[config.mk]
export PLATFORM = sky130hd
export DESIGN_NAME = bit_latch_demux
export DESIGN_NICKNAME = d
export VERILOG_FILES = /design/src/rtl/bit_latch_pkg.sv /design/src/rtl/bit_latch_mode_dec.sv /design/src/rtl/bit_latch_addr_dec.sv /design/src/rtl/bit_latch_cell.sv /design/src/rtl/bit_latch_demux.sv
export SDC_FILE = /design/constraint.sdc
export NUM_CORES = 1
export LEC_CHECK = 0
export BUFFER_PORTS_ARGS = -buffer_cell sky130_fd_sc_hd__buf_4
export CAP_MARGIN = 10
export CELL_PAD_IN_SITES_DETAIL_PLACEMENT = 2
export CELL_PAD_IN_SITES_GLOBAL_PLACEMENT = 2
export CORE_MARGIN = 2
export CORE_UTILIZATION = 27
export DETAILED_ROUTE_END_ITERATION = 12
export PLACE_DENSITY_LB_ADDON = 0.1
export SYNTH_ARGS = -nofsm -noshare
export SYNTH_HDL_FRONTEND = slang
export SYNTH_SLANG_ARGS = --single-unit
[constraint.sdc]
create_clock -name clk -period 0.94 [get_ports clk]
set_input_delay 0.188 -clock clk [delete_from_list [all_inputs] [get_ports clk]]
set_output_delay 0.188 -clock clk [all_outputs]
set_load 0.03 [all_outputs]
[src/rtl/bit_latch_pkg.sv]
// Package: shared types for the addressable bit latch.
// Assumes: nothing beyond IEEE 1800-2017.
package bit_latch_pkg;

    // Operating mode decoded from the two control inputs.
    typedef enum logic [1:0] {
        MODE_WRITE = 2'b00,
        MODE_HOLD  = 2'b01,
        MODE_DEMUX = 2'b10,
        MODE_CLEAR = 2'b11
    } latch_mode_t;

endpackage

[src/rtl/bit_latch_mode_dec.sv]
// Module: turns the write-inhibit and clear/steer inputs into one mode value.
// Assumes: both inputs are active high; every combination maps to exactly one mode.
module bit_latch_mode_dec
    import bit_latch_pkg::*;
(
    input  logic        wr_hold,
    input  logic        clr_steer,
    output latch_mode_t mode
);

    // Decode the two controls into a mode with no overlap between cases.
    always_comb begin
        unique case ({clr_steer, wr_hold})
            2'b00:   mode = MODE_WRITE;
            2'b01:   mode = MODE_HOLD;
            2'b10:   mode = MODE_DEMUX;
            default: mode = MODE_CLEAR;
        endcase
    end

endmodule

[src/rtl/bit_latch_addr_dec.sv]
// Module: one-hot decode of the binary bit address.
// Assumes: N_BITS equals 2**ADDR_W, so every address value names a real bit.
module bit_latch_addr_dec #(
    parameter int ADDR_W = 3,
    localparam int N_BITS = 1 << ADDR_W
) (
    input  logic [ADDR_W-1:0] addr,
    output logic [N_BITS-1:0] sel
);

    // One comparator per output bit.
    for (genvar gi = 0; gi < N_BITS; gi++) begin : g_sel
        assign sel[gi] = (addr == ADDR_W'(gi));
    end

endmodule

[src/rtl/bit_latch_cell.sv]
// Module: one storage bit with its mode-dependent next-state logic.
// Assumes: sel is high for this bit only when the address names it.
module bit_latch_cell
    import bit_latch_pkg::*;
(
    input  logic        clk,
    input  logic        rst_n,
    input  latch_mode_t mode,
    input  logic        sel,
    input  logic        din,
    output logic        q_bit
);

    logic nxt;

    // Next value of this bit for the current mode.
    always_comb begin
        unique case (mode)
            MODE_WRITE: nxt = sel ? din : q_bit;
            MODE_HOLD:  nxt = q_bit;
            MODE_DEMUX: nxt = sel & din;
            default:    nxt = 1'b0;
        endcase
    end

    // Storage flop with synchronous active-low reset.
    always_ff @(posedge clk) begin
        if (!rst_n) q_bit <= 1'b0;
        else        q_bit <= nxt;
    end

endmodule

[src/rtl/bit_latch_demux.sv]
// Module: top of the addressable bit latch with clear and demultiplex modes.
// Assumes: inputs are synchronous to clk; q width is 2**ADDR_W.
module bit_latch_demux
    import bit_latch_pkg::*;
#(
    parameter int ADDR_W = 3,
    localparam int N_BITS = 1 << ADDR_W
) (
    input  logic              clk,
    input  logic              rst_n,
    input  logic              din,
    input  logic [ADDR_W-1:0] addr,
    input  logic              wr_hold,
    input  logic              clr_steer,
    output logic [N_BITS-1:0] q
);

    latch_mode_t       mode;
    logic [N_BITS-1:0] sel;

    // Mode selection shared by all bits.
    bit_latch_mode_dec u_mode (
        .wr_hold   (wr_hold),
        .clr_steer (clr_steer),
        .mode      (mode)
    );

    // Address decode shared by all bits.
    bit_latch_addr_dec #(.ADDR_W(ADDR_W)) u_addr (
        .addr (addr),
        .sel  (sel)
    );

    // One storage cell per output bit.
    for (genvar gi = 0; gi < N_BITS; gi++) begin : g_cell
        bit_latch_cell u_cell (
            .clk   (clk),
            .rst_n (rst_n),
            .mode  (mode),
            .sel   (sel[gi]),
            .din   (din),
            .q_bit (q[gi])
        );
    end

endmodule

Word level (Yosys, flattened, before mapping)
Cells that the tools add are included.

Flip-flop bits (word level): 8. Input port bits: 8. Output and inout bits: 8. Word-level logic and storage cells: 64.

Equal/unequal tests: 19. Muxes and demuxes: 17. Bitwise operators: 9. Reductions and logical operators: 11.

Operator list (count): 1-bit case mux with 3 select lines (8); 2-bit by 1-bit inequality test with 1-bit output (second input constant) (8); 2-bit AND reduction (8); 3-bit equality test (second input constant) (4); 1-bit AND (8); 1-bit two-way mux (8); 3-bit by 2-bit equality test with 1-bit output (second input constant) (2); 2-bit case mux with 3 select lines (1); 2-bit by 1-bit equality test with 1-bit output (second input constant) (2); 2-bit equality test (second input constant) (2); 2-bit logical NOT (2); 3-bit by 1-bit equality test with 1-bit output (second input constant) (1); 3-bit logical NOT (1); 1-bit NOT (1).

Longest topological paths before layout
Gate-level depths: netlist (run 1).

Depth in word-level cells: 5. Gate-level depth with buffers: 3. Mapped depth without buffers: 2.

Cells and area by module
Synthesis (run 1) repeated with hierarchy kept, for this count alone.

Cell total of the unflattened synthesis: 50. Area, all modules: 533.0 um^2.

By module, submodules not included: bit_latch_cell (times used 8, cells each 5, area an instance 57.6 um^2, seq. area each 20.0 um^2); bit_latch_addr_dec (times used 1, cells each 8, area an instance 65.1 um^2, seq. area each 0.0 um^2); bit_latch_mode_dec (times used 1, cells each 2, area an instance 7.5 um^2, seq. area each 0.0 um^2).

Least setup slack after synthesis (run 1)
Ideal clock, no wire load.

Path type: input port to flip-flop. Start point: input addr[1]. End point: register g_cell[1].u_cell.q_bit. Setup time: 0.072 ns. Arrival time: 0.722 ns. Data required time: 0.868 ns. Slack: 0.146 ns. Cell stages on the path: 2. Path buffers: 0. Cells stage by stage: nor4b_1 -> mux2i_1.

Word-level cells in the longest chain between the ends: 3. Elaborated cells on any way between the ends: 5. Classes of those cells: 2 x eq/ne; 1 x mux; 1 x bitwise; 1 x reduce/logical.

Ends and longest elaborated chain: start, declared (line bit_latch_demux.sv:12) `input logic [ADDR_W-1:0] addr,`; 3-bit by 1-bit equality test with 1-bit output (*) (line bit_latch_addr_dec.sv:13) `assign sel[gi] = (addr == ADDR_W'(gi));`; 1-bit AND or 2-bit by 1-bit inequality test with 1-bit output (tied branches); 1-bit case mux with 3 select lines or 2-bit AND reduction (tied branches); end signal, assigned (line bit_latch_cell.sv:29) `else q_bit <= nxt;`; end, declared (line bit_latch_cell.sv:11) `output logic q_bit`.

Every way passes the cells marked *; elsewhere a longest branch is shown, timed or not. A chain may end at the register's enable or synchronous reset.

Worst setup path after layout (run 1)
Start point: register g_cell[3].u_cell.q_bit. End point: output q[3].

RTL lines: start, declared (line bit_latch_cell.sv:11); start signal, assigned (line bit_latch_cell.sv:29); end, declared (line bit_latch_demux.sv:15) `output logic [N_BITS-1:0] q`.

No word-level cell between the ends.

==> impl_metrics.env, run 1 <==
export IMPL_insertedDiodeCount=0
export IMPL_grt_overflow_total=0
export IMPL_ir_drop_mv=0.500
export IMPL_grtUsageTotal_pct=12.5
export IMPL_yosys_area_top_type="dfxtp_1"
export IMPL_tritoncts="yes"
export IMPL_crit_required_ns=0.75
export IMPL_syn_to_final_growth_pct=38.8
export IMPL_pre_cts_slack_ns=-0.204
export IMPL_cts_max_path_buffers=2
export IMPL_finalSetupViolCount=0
export IMPL_drc=0
export IMPL_dieArea_um2=2000
export IMPL_cp_max_fo=2
export IMPL_largest_register="g_cell.u_cell.q_bit"
export IMPL_fillers=164
export IMPL_critical_path_cell_chain="buf_6"
export IMPL_fin_util_pct=40.8
export IMPL_ys_warn_count=0
export IMPL_rsz0062_at_grt="false"
export IMPL_syn_inst=42
export IMPL_synthTopCellsByArea="dfxtp_1 (36%), mux2i_1 (18%), buf_4 (13%)"
export IMPL_cts_buffers=3
export IMPL_wl_per_cell_um=15.0
export IMPL_reg_top3="g_cell.u_cell.q_bit: 8 flops"
export IMPL_vias=354
export IMPL_placed_area_um2=546
export IMPL_max_cap_violations=0
export IMPL_grt_start_max_net_pins=10
export IMPL_hp_class="in -> reg"
export IMPL_first_iter_violations=2
export IMPL_io_buffers=15
export IMPL_setup_slack_ns=0.0407
export IMPL_slew_headroom_pct=73.5
export IMPL_grt_pass1_vias=348
export IMPL_synthesis_area_um2=448
export IMPL_core_area_um2=1520
export IMPL_clk_pin_slew_worst_paths_ns=0.05
export IMPL_rows=14
export IMPL_clkSinkCount=8
export IMPL_clock_latency_ns=0.25
export IMPL_antenna_found_initial=0
export IMPL_clock_skew_ns=0
export IMPL_h_tree_depth=1
export IMPL_cp_end_kind="output pin"
export IMPL_synth_seq_cells=8
export IMPL_leakage_nw=0.249
export IMPL_hold_viol_final=0
export IMPL_layout_drive_gt1_share_pct=60.7
export IMPL_dpl_hpwl_um=832
export IMPL_drt_first_pass_iters=2
export IMPL_vias_per_cell=4.92
export IMPL_postRouteAntennaNets=0
export IMPL_critPathTopFamily="flip-flops"
export IMPL_ios=16
export IMPL_crit_buf_inv=1
export IMPL_slowest_delay_ns=0.33
export IMPL_finalCritPeriodShare_pct=95.7
export IMPL_cp_slowest_cell="dfxtp_2"
export IMPL_status="finished clean"
export IMPL_critPathLaunchType="register"
export IMPL_cts_root_buf="clkbuf_4"
export IMPL_mostFrequentLayoutCells="buf_4 (12), nand3b_1 (8), mux2i_1 (8), dfxtp_2 (8), buf_6 (8)"
export IMPL_p_per_area_nw_per_um2=1150
export IMPL_slew_violations=0
export IMPL_syn_nets=50
export IMPL_die_y_um=44.7
export IMPL_fin_crit_ns=0.899
export IMPL_nets=66
export IMPL_die_x_um=44.7
export IMPL_cts_hold_buffers_added=0
export IMPL_avgSynthCellArea_um2=10.7
export IMPL_fmaxAchievable_mhz=1110
export IMPL_synth_top_area_share_pct=35.8
export IMPL_start_util_pct=29.4
export IMPL_wl_um=1080
export IMPL_ys_seq_area_share_pct=35.8
export IMPL_synth_cell_type_count=11
export IMPL_grt_pass1_wl_um=1680
export IMPL_gp_congestion=0.687
export IMPL_largest_reg_flops=8
export IMPL_worstMarginPinSlew_ns=0.391
export IMPL_critPathKind="reg -> out"
export IMPL_layout_cells_most_common="buf_4"
export IMPL_worstPathArrival_ns=0.71
export IMPL_fin_area_um2=622
==> power by group <==
part | switching [mW] | internal [mW] | total [mW]
Combinational | 0.0533 | 0.0598 | 0.113
Sequential | 0.00357 | 0.345 | 0.349
Clock | 0.110 | 0.146 | 0.256
==> cell families after synthesis <==
logic type	Yosys count	synth area share (%)
and+or+nand+nor	17	31.8
buffers and inverters	9	14.5
muxes	8	17.9
DFF	8	35.8
==> metrics by stage <==
step	hold slack (ns)	power, mW	setup TNS [ns]	instances
after floorplan	0.373	0.405	0	42
after global placement	0.474	0.457	-0.549	68
after detailed placement	0.487	0.462	-0.662	68
after CTS	0.250	0.730	0	71
after global routing	0.268	0.767	0	72
final	0.256	0.718	0	72
==> layer usage <==
| metal | GRT usage, % | wire length (um) | vias up |
|---|---|---|---|
| li1 | - | - | 180 |
| met1 | 17.5 | 527 | 161 |
| met2 | 16.8 | 482 | 11 |
| met3 | 2.40 | 65 | 2 |
| met4 | 9.09 | 5 | 0 |
| met5 | 0 | 0 | - |
==> worst reg2reg max path: stages, from the launching register on <==
cell	delay (ns)
dfxtp_2	0.32
buf_4	0.12
nand3b_1	0.07
mux2i_1	0.06
==> area by class of cell <==
class / count / area, um2 / share of cell area, %
Multi-Input combinational cell: 25 / 229 / 36.8
Timing Repair Buffer: 20 / 180 / 29.0
Sequential cell: 8 / 170 / 27.4
Clock buffer: 3 / 22.5 / 3.62
Tap cell: 16 / 20.0 / 3.22
==> Yosys cell counts <==
master    instances
buf_2             1
nand3b_1          8
and4bb_1          1
and4bb_2          2
nand4b_1          1
nand2_1           1
dfxtp_1           8
buf_4             8
nor4b_1           3
mux2i_1           8
nor4_1            1
==> final timing paths <==
path | from | end | slack (ns) | depth (start not counted)
setup / recovery | g_cell[3].u_cell.q_bit | q[3] | 0.04 | 1
hold / removal | clr_steer | g_cell[0].u_cell.q_bit | 0.26 | 3
setup reg to reg | g_cell[3].u_cell.q_bit | g_cell[3].u_cell.q_bit | 0.24 | 3
hold reg to reg | g_cell[0].u_cell.q_bit | g_cell[0].u_cell.q_bit | 0.50 | 2
==> timing repair <==
item                                    in CTS  in global routing
pin swaps                                    0                  0
gates resized for setup                     11                  6
setup buffers                                0                  1
endpoints found under the setup margin       7                  6
No activity file was read; power rests on OpenSTA's default activity.
==> inputs of run 2 (changes only) <==
--- a/config.mk
+++ b/config.mk
@@ -10,9 +10,10 @@
 export CELL_PAD_IN_SITES_DETAIL_PLACEMENT = 2
 export CELL_PAD_IN_SITES_GLOBAL_PLACEMENT = 2
 export CORE_MARGIN = 2
-export CORE_UTILIZATION = 27
+export CORE_UTILIZATION = 25
 export DETAILED_ROUTE_END_ITERATION = 12
 export PLACE_DENSITY_LB_ADDON = 0.1
+export SLEW_MARGIN = 30
 export SYNTH_ARGS = -nofsm -noshare
 export SYNTH_HDL_FRONTEND = slang
 export SYNTH_SLANG_ARGS = --single-unit
==> constraint.sdc (replaced) <==
create_clock -name clk -period 1.05 [get_ports clk]
set_input_delay 0.21 -clock clk [delete_from_list [all_inputs] [get_ports clk]]
set_output_delay 0.21 -clock clk [all_outputs]
set_load 0.03 [all_outputs]
==> run 2 against run 1 <==
Routed wire length is 4.6% lower. Sequential power is 11% lower. Setup slack better by 0.048 ns. Cell count is 6.9% higher. Flip-flop and latch count stayed put. First-iteration DRC count is 50% higher. Critical path depth stayed put. Power is 12% lower. Utilization is 8.2 points lower. Global-route usage is 1.8 points lower. Hold slack better by 0.028 ns. Largest cell class unchanged.
==> impl_metrics.env, run 2 (synthesized netlist as in run 1, its figures left out) <==
export IMPL_die_x_um=46.3
export IMPL_layout_drive_gt1_share_pct=40.4
export IMPL_crit_buf_inv=1
export IMPL_clock_latency_ns=0.25
export IMPL_fin_crit_ns=0.961
export IMPL_wl_per_cell_um=13.4
export IMPL_syn_to_final_growth_pct=24.3
export IMPL_rrSetupSlack_ns=0.42
export IMPL_finalSetupViolCount=0
export IMPL_drc=0
export IMPL_cts_hold_buffers_added=0
export IMPL_grt_pass1_vias=322
export IMPL_finalCritPeriodShare_pct=91.6
export IMPL_slowest_delay_ns=0.34
export IMPL_gp_congestion=0.617
export IMPL_first_iter_violations=3
export IMPL_die_y_um=46.3
export IMPL_clock_skew_ns=0
export IMPL_grt_overflow_total=0
export IMPL_slew_headroom_pct=70.5
export IMPL_fillers=195
export IMPL_post_cts_setup_buffers=0
export IMPL_finalPower_uw=635
export IMPL_worstPathArrival_ns=0.75
export IMPL_clk_pin_slew_worst_paths_ns=0.06
export IMPL_largest_reg_flops=8
export IMPL_layout_cells_most_common="buf_4"
export IMPL_cts_buffers=3
export IMPL_clkSinkCount=8
export IMPL_cts_max_path_buffers=2
export IMPL_vias_per_cell=4.51
export IMPL_cp_end_kind="output pin"
export IMPL_critPathLaunchType="register"
export IMPL_grtUsageTotal_pct=10.7
export IMPL_hp_class="in -> reg"
export IMPL_critical_path_cell_chain="buf_4"
export IMPL_vias=347
export IMPL_ios=16
export IMPL_grt_start_max_net_pins=10
export IMPL_tritoncts="yes"
export IMPL_cp_max_fo=2
export IMPL_drt_first_pass_iters=3
export IMPL_max_cap_violations=0
export IMPL_rsz0062_at_grt="false"
export IMPL_cp_slowest_cell="dfxtp_1"
export IMPL_cts_repair_resized=0
export IMPL_met3_wirelength_um=75
export IMPL_hold_viol_final=0
export IMPL_postRouteAntennaNets=0
export IMPL_critPathTopFamily="flip-flops"
export IMPL_cts_root_buf="clkbuf_4"
export IMPL_reg_top3="g_cell.u_cell.q_bit: 8 flops"
export IMPL_status="finished clean"
export IMPL_crit_required_ns=0.84
export IMPL_start_util_pct=26.2
export IMPL_worstMarginPinSlew_ns=0.437
export IMPL_rows=15
export IMPL_h_tree_depth=1
export IMPL_largest_register="g_cell.u_cell.q_bit"
export IMPL_p_per_area_nw_per_um2=1140
export IMPL_met1Wirelength_um=507
export IMPL_mostFrequentLayoutCells="buf_4 (16), nand3b_1 (8), mux2i_1 (8), dfxtp_1 (8)"
export IMPL_grt_pass1_wl_um=1570
export IMPL_wl_um=1030
export IMPL_dieArea_um2=2150
export IMPL_highest_signal_layer="met3"
export IMPL_ir_drop_mv=0.605
export IMPL_nets=62
export IMPL_leakage_nw=0.218
export IMPL_met2_length_um=447
export IMPL_fmaxAchievable_mhz=1040
export IMPL_final_cells=77
export IMPL_placedCellCount=74
export IMPL_critPathKind="reg -> out"
export IMPL_core_area_um2=1710
export IMPL_io_buffers=15
export IMPL_insertedDiodeCount=0
export IMPL_slew_violations=0
export IMPL_antenna_found_initial=0
==> run 2: final timing paths <==
check             depth (start not counted)                     end                   start
hold / removal                            3  g_cell[4].u_cell.q_bit                 addr[1]
setup / recovery                          1                    q[5]  g_cell[5].u_cell.q_bit
setup reg to reg                          2  g_cell[2].u_cell.q_bit  g_cell[2].u_cell.q_bit
hold reg to reg                           2  g_cell[5].u_cell.q_bit  g_cell[5].u_cell.q_bit
==> run 2: area by class of cell <==
cell class | count | area, um2 | area share [%]
multi-input cells | 25 | 223 | 40.0
repair buffers | 16 | 120 | 21.6
well taps | 25 | 31.3 | 5.62
flip-flops and latches | 8 | 160 | 28.8
clock buffers | 3 | 22.5 | 4.04
==> run 2: per-layer routing <==
layer,GRT usage [%],vias up
li1,-,172
met1,15.0,164
met2,13.9,11
met3,4.31,0
met4,5.14,0
met5,0,-
==> run 2: report_power, final <==
part	total, mW	switching (mW)	internal (mW)	leakage (nW)
Combinational	0.0891	0.0453	0.0438	0.139
Clock	0.236	0.105	0.131	0.0138
Sequential	0.310	0.00228	0.308	0.0646
Total	0.635	0.152	0.483	0.218
==> run 2: stage by stage <==
stage | instance area, um2 | setup TNS [ns] | util (%) | worst slack [ns] | hold WS [ns]
2_1_floorplan | 448 | 0 | - | 0.234 | 0.395
3_3_place_gp | 534 | -0.0570 | 31.3 | -0.0290 | 0.478
3_5_place_dp | 534 | -0.0595 | 31.3 | -0.0432 | 0.489
4_1_cts | 557 | 0 | 32.6 | 0.0675 | 0.275
5_1_grt | 557 | 0 | 32.6 | 0.0342 | 0.298
6_report | 557 | 0 | 32.6 | 0.0885 | 0.283
==> inputs of run 3 (changes only) <==
--- a/config.mk
+++ b/config.mk
@@ -16,4 +16,5 @@
 export SLEW_MARGIN = 30
 export SYNTH_ARGS = -nofsm -noshare
 export SYNTH_HDL_FRONTEND = slang
+export SYNTH_HIERARCHICAL = 1
 export SYNTH_SLANG_ARGS = --single-unit
==> constraint.sdc (replaced) <==
create_clock -name clk -period 1.05 [get_ports clk]
set_input_delay 0.0525 -clock clk [delete_from_list [all_inputs] [get_ports clk]]
set_output_delay 0.0525 -clock clk [all_outputs]
set_load 0.03 [all_outputs]
==> run 3 against run 2 <==
Register-to-register slack got worse by 0.14 ns. First-iteration DRC count fell by 67%. Clock-buffer cell count did not move. Critical endpoint is now q[2].
==> impl_metrics.env, run 3 <==
export IMPL_die_y_um=50.2
export IMPL_worstSetupPathDepth=1
export IMPL_cts_buffers=3
export IMPL_clock_skew_ns=0
export IMPL_tns_ns=0
export IMPL_rows=16
export IMPL_start_util_pct=26.9
export IMPL_worstMarginPinSlew_ns=0.367
export IMPL_die_x_um=50.2
export IMPL_h_tree_depth=1
export IMPL_slowest_delay_ns=0.33
export IMPL_dieArea_um2=2520
export IMPL_rsz0062_at_grt="false"
export IMPL_hold_depth=2
export IMPL_clk_pin_slew_worst_paths_ns=0.05
export IMPL_synth_edff_count=0
export IMPL_ir_drop_mv=0.538
export IMPL_largest_reg_flops=8
export IMPL_finalSetupViolCount=0
export IMPL_cts_hold_buffers_added=0
export IMPL_fin_crit_ns=0.793
export IMPL_syn_to_final_growth_pct=31.7
export IMPL_cts_max_path_buffers=2
export IMPL_vias=391
export IMPL_syn_inst=50
export IMPL_fmaxAchievable_mhz=1260
export IMPL_placedCellCount=91
export IMPL_synth_seq_cells=8
export IMPL_synthArstFlopShare_pct=0
export IMPL_dpl_hpwl_um=861
export IMPL_layout_drive_gt1_share_pct=46.3
export IMPL_synth_flop_cell="dfxtp_1"
export IMPL_synthesis_area_um2=533
export IMPL_clkSinkCount=8
export IMPL_clock_latency_ns=0.25
export IMPL_worstReg2RegEnd="g_cell[6].u_cell/q_bit"
export IMPL_holdCritStartpoint="rst_n"
export IMPL_avgSynthCellArea_um2=10.7
export IMPL_tritoncts="yes"
export IMPL_worst_r2r_path_depth=3
export IMPL_critPathTopFamily="flip-flops"
export IMPL_syn_nets=58
export IMPL_drt_first_pass_iters=2
export IMPL_cts_root_buf="clkbuf_4"
export IMPL_synthTopCellsByArea="dfxtp_1 (30%), nand2b_4 (21%), mux2i_1 (15%)"
export IMPL_reg2reg_from="g_cell[6].u_cell/q_bit"
export IMPL_hold_viol_final=0
export IMPL_grt_pass1_wl_um=1990
export IMPL_critical_path_cell_chain="buf_4"
export IMPL_io_buffers=15
export IMPL_ios=16
export IMPL_synth_cell_type_count=10
export IMPL_critPathLaunchType="register"
export IMPL_crit_required_ns=1.00
export IMPL_largest_register="g_cell.u_cell/q_bit"
export IMPL_status="finished clean"
export IMPL_layout_cells_most_common="buf_4"
export IMPL_grtUsageTotal_pct=10.8
export IMPL_p_per_area_nw_per_um2=951
export IMPL_drc=0
export IMPL_hp_class="in -> reg"
export IMPL_synth_top_area_share_pct=30.0
export IMPL_vias_per_cell=4.16
export IMPL_reg_top3="g_cell.u_cell/q_bit: 8 flops"
export IMPL_ys_seq_area_share_pct=30.0
export IMPL_insertedDiodeCount=0
export IMPL_yosys_area_top_type="dfxtp_1"
export IMPL_grt_start_max_net_pins=9
export IMPL_finalPower_uw=668
export IMPL_slew_violations=0
export IMPL_hold_path_end="g_cell[5].u_cell/q_bit"
export IMPL_cp_max_fo=2
export IMPL_crit_buf_inv=1
export IMPL_leakage_nw=0.381
export IMPL_slew_headroom_pct=75.3
export IMPL_rrSetupSlack_ns=0.28
export IMPL_final_cells=94
export IMPL_wl_per_cell_um=11.8
export IMPL_fillers=225
export IMPL_cp_end_kind="output pin"
export IMPL_antenna_found_initial=0
export IMPL_postRouteAntennaNets=0
export IMPL_critPathKind="reg -> out"
export IMPL_nets=77
export IMPL_grt_pass1_vias=435
export IMPL_worstPathArrival_ns=0.74
export IMPL_wl_um=1110
export IMPL_post_cts_setup_buffers=0
export IMPL_ys_warn_count=6
export IMPL_cp_slowest_cell="dfxtp_1"
export IMPL_max_cap_violations=0
export IMPL_finalCritPeriodShare_pct=75.5
export IMPL_synthTopCellsByCount="and2b_1 (8), dfxtp_1 (8), mux2i_1 (8), nand2b_4 (8), nor2b_1 (8)"
export IMPL_core_area_um2=1980
export IMPL_cts_repair_resized=0
export IMPL_first_iter_violations=1
export IMPL_grt_overflow_total=0
export IMPL_gp_congestion=0.588
run 3: cell count changes in the layout (fill, tap and decap cells not counted), sizes merged, moves of 3 or more:
cell and change:
and2b +8, nand2b +8, nand3b -8, nor4b -3, nor2b +8, and3b +3, nor3b +3, and4bb -3
run 3: cells by family after synthesis:
group         after synthesis  share of synthesized area (%)
flops                       8                           30.0
buf+inv                     2                           1.41
mux                         8                           15.0
simple gates               32                           53.5
run 3: final cells by class:
class	count	area [um2]	share of cell area (%)
sequential	8	160	22.8
tap	27	33.8	4.81
multi-input combinational	40	365	52.0
clock buffer	3	22.5	3.21
timing repair buffer	16	120	17.1
run 3: routing by layer:
metal	global-route usage [%]	share of wire, %	vias to the layer above
li1	-	-	199
met1	14.9	48	182
met2	15.1	47	8
met3	2.98	4.6	2
met4	5.56	0.54	0
met5	0	0	-
run 3: through the flow:
step,hold slack [ns],cell area (um2),setup WS (ns),utilization (%)
after floorplan,0.181,533,0.196,-
after global placement,0.342,679,0.114,34.3
final,0.0772,702,0.257,35.4
after detailed placement,0.340,679,0.100,34.3
after global routing,0.0914,702,0.203,35.4
after CTS,0.0703,702,0.232,35.4
run 3: worst max-delay path by stage:
| stage | from | slack, ns | end |
|---|---|---|---|
| after floorplan | g_cell[0].u_cell/q_bit | 0.20 | g_cell[0].u_cell/q_bit |
| after global placement | addr[2] | 0.11 | g_cell[0].u_cell/q_bit |
| after detailed placement | addr[2] | 0.10 | g_cell[0].u_cell/q_bit |
| after CTS | g_cell[2].u_cell/q_bit | 0.23 | q[2] |
| after global routing | g_cell[0].u_cell/q_bit | 0.20 | q[0] |
| final | g_cell[2].u_cell/q_bit | 0.26 | q[2] |
run 3: power by group:
group	switching, mW	internal, mW
Sequential	0.00194	0.308
Combinational	0.0542	0.0681
Clock	0.104	0.131
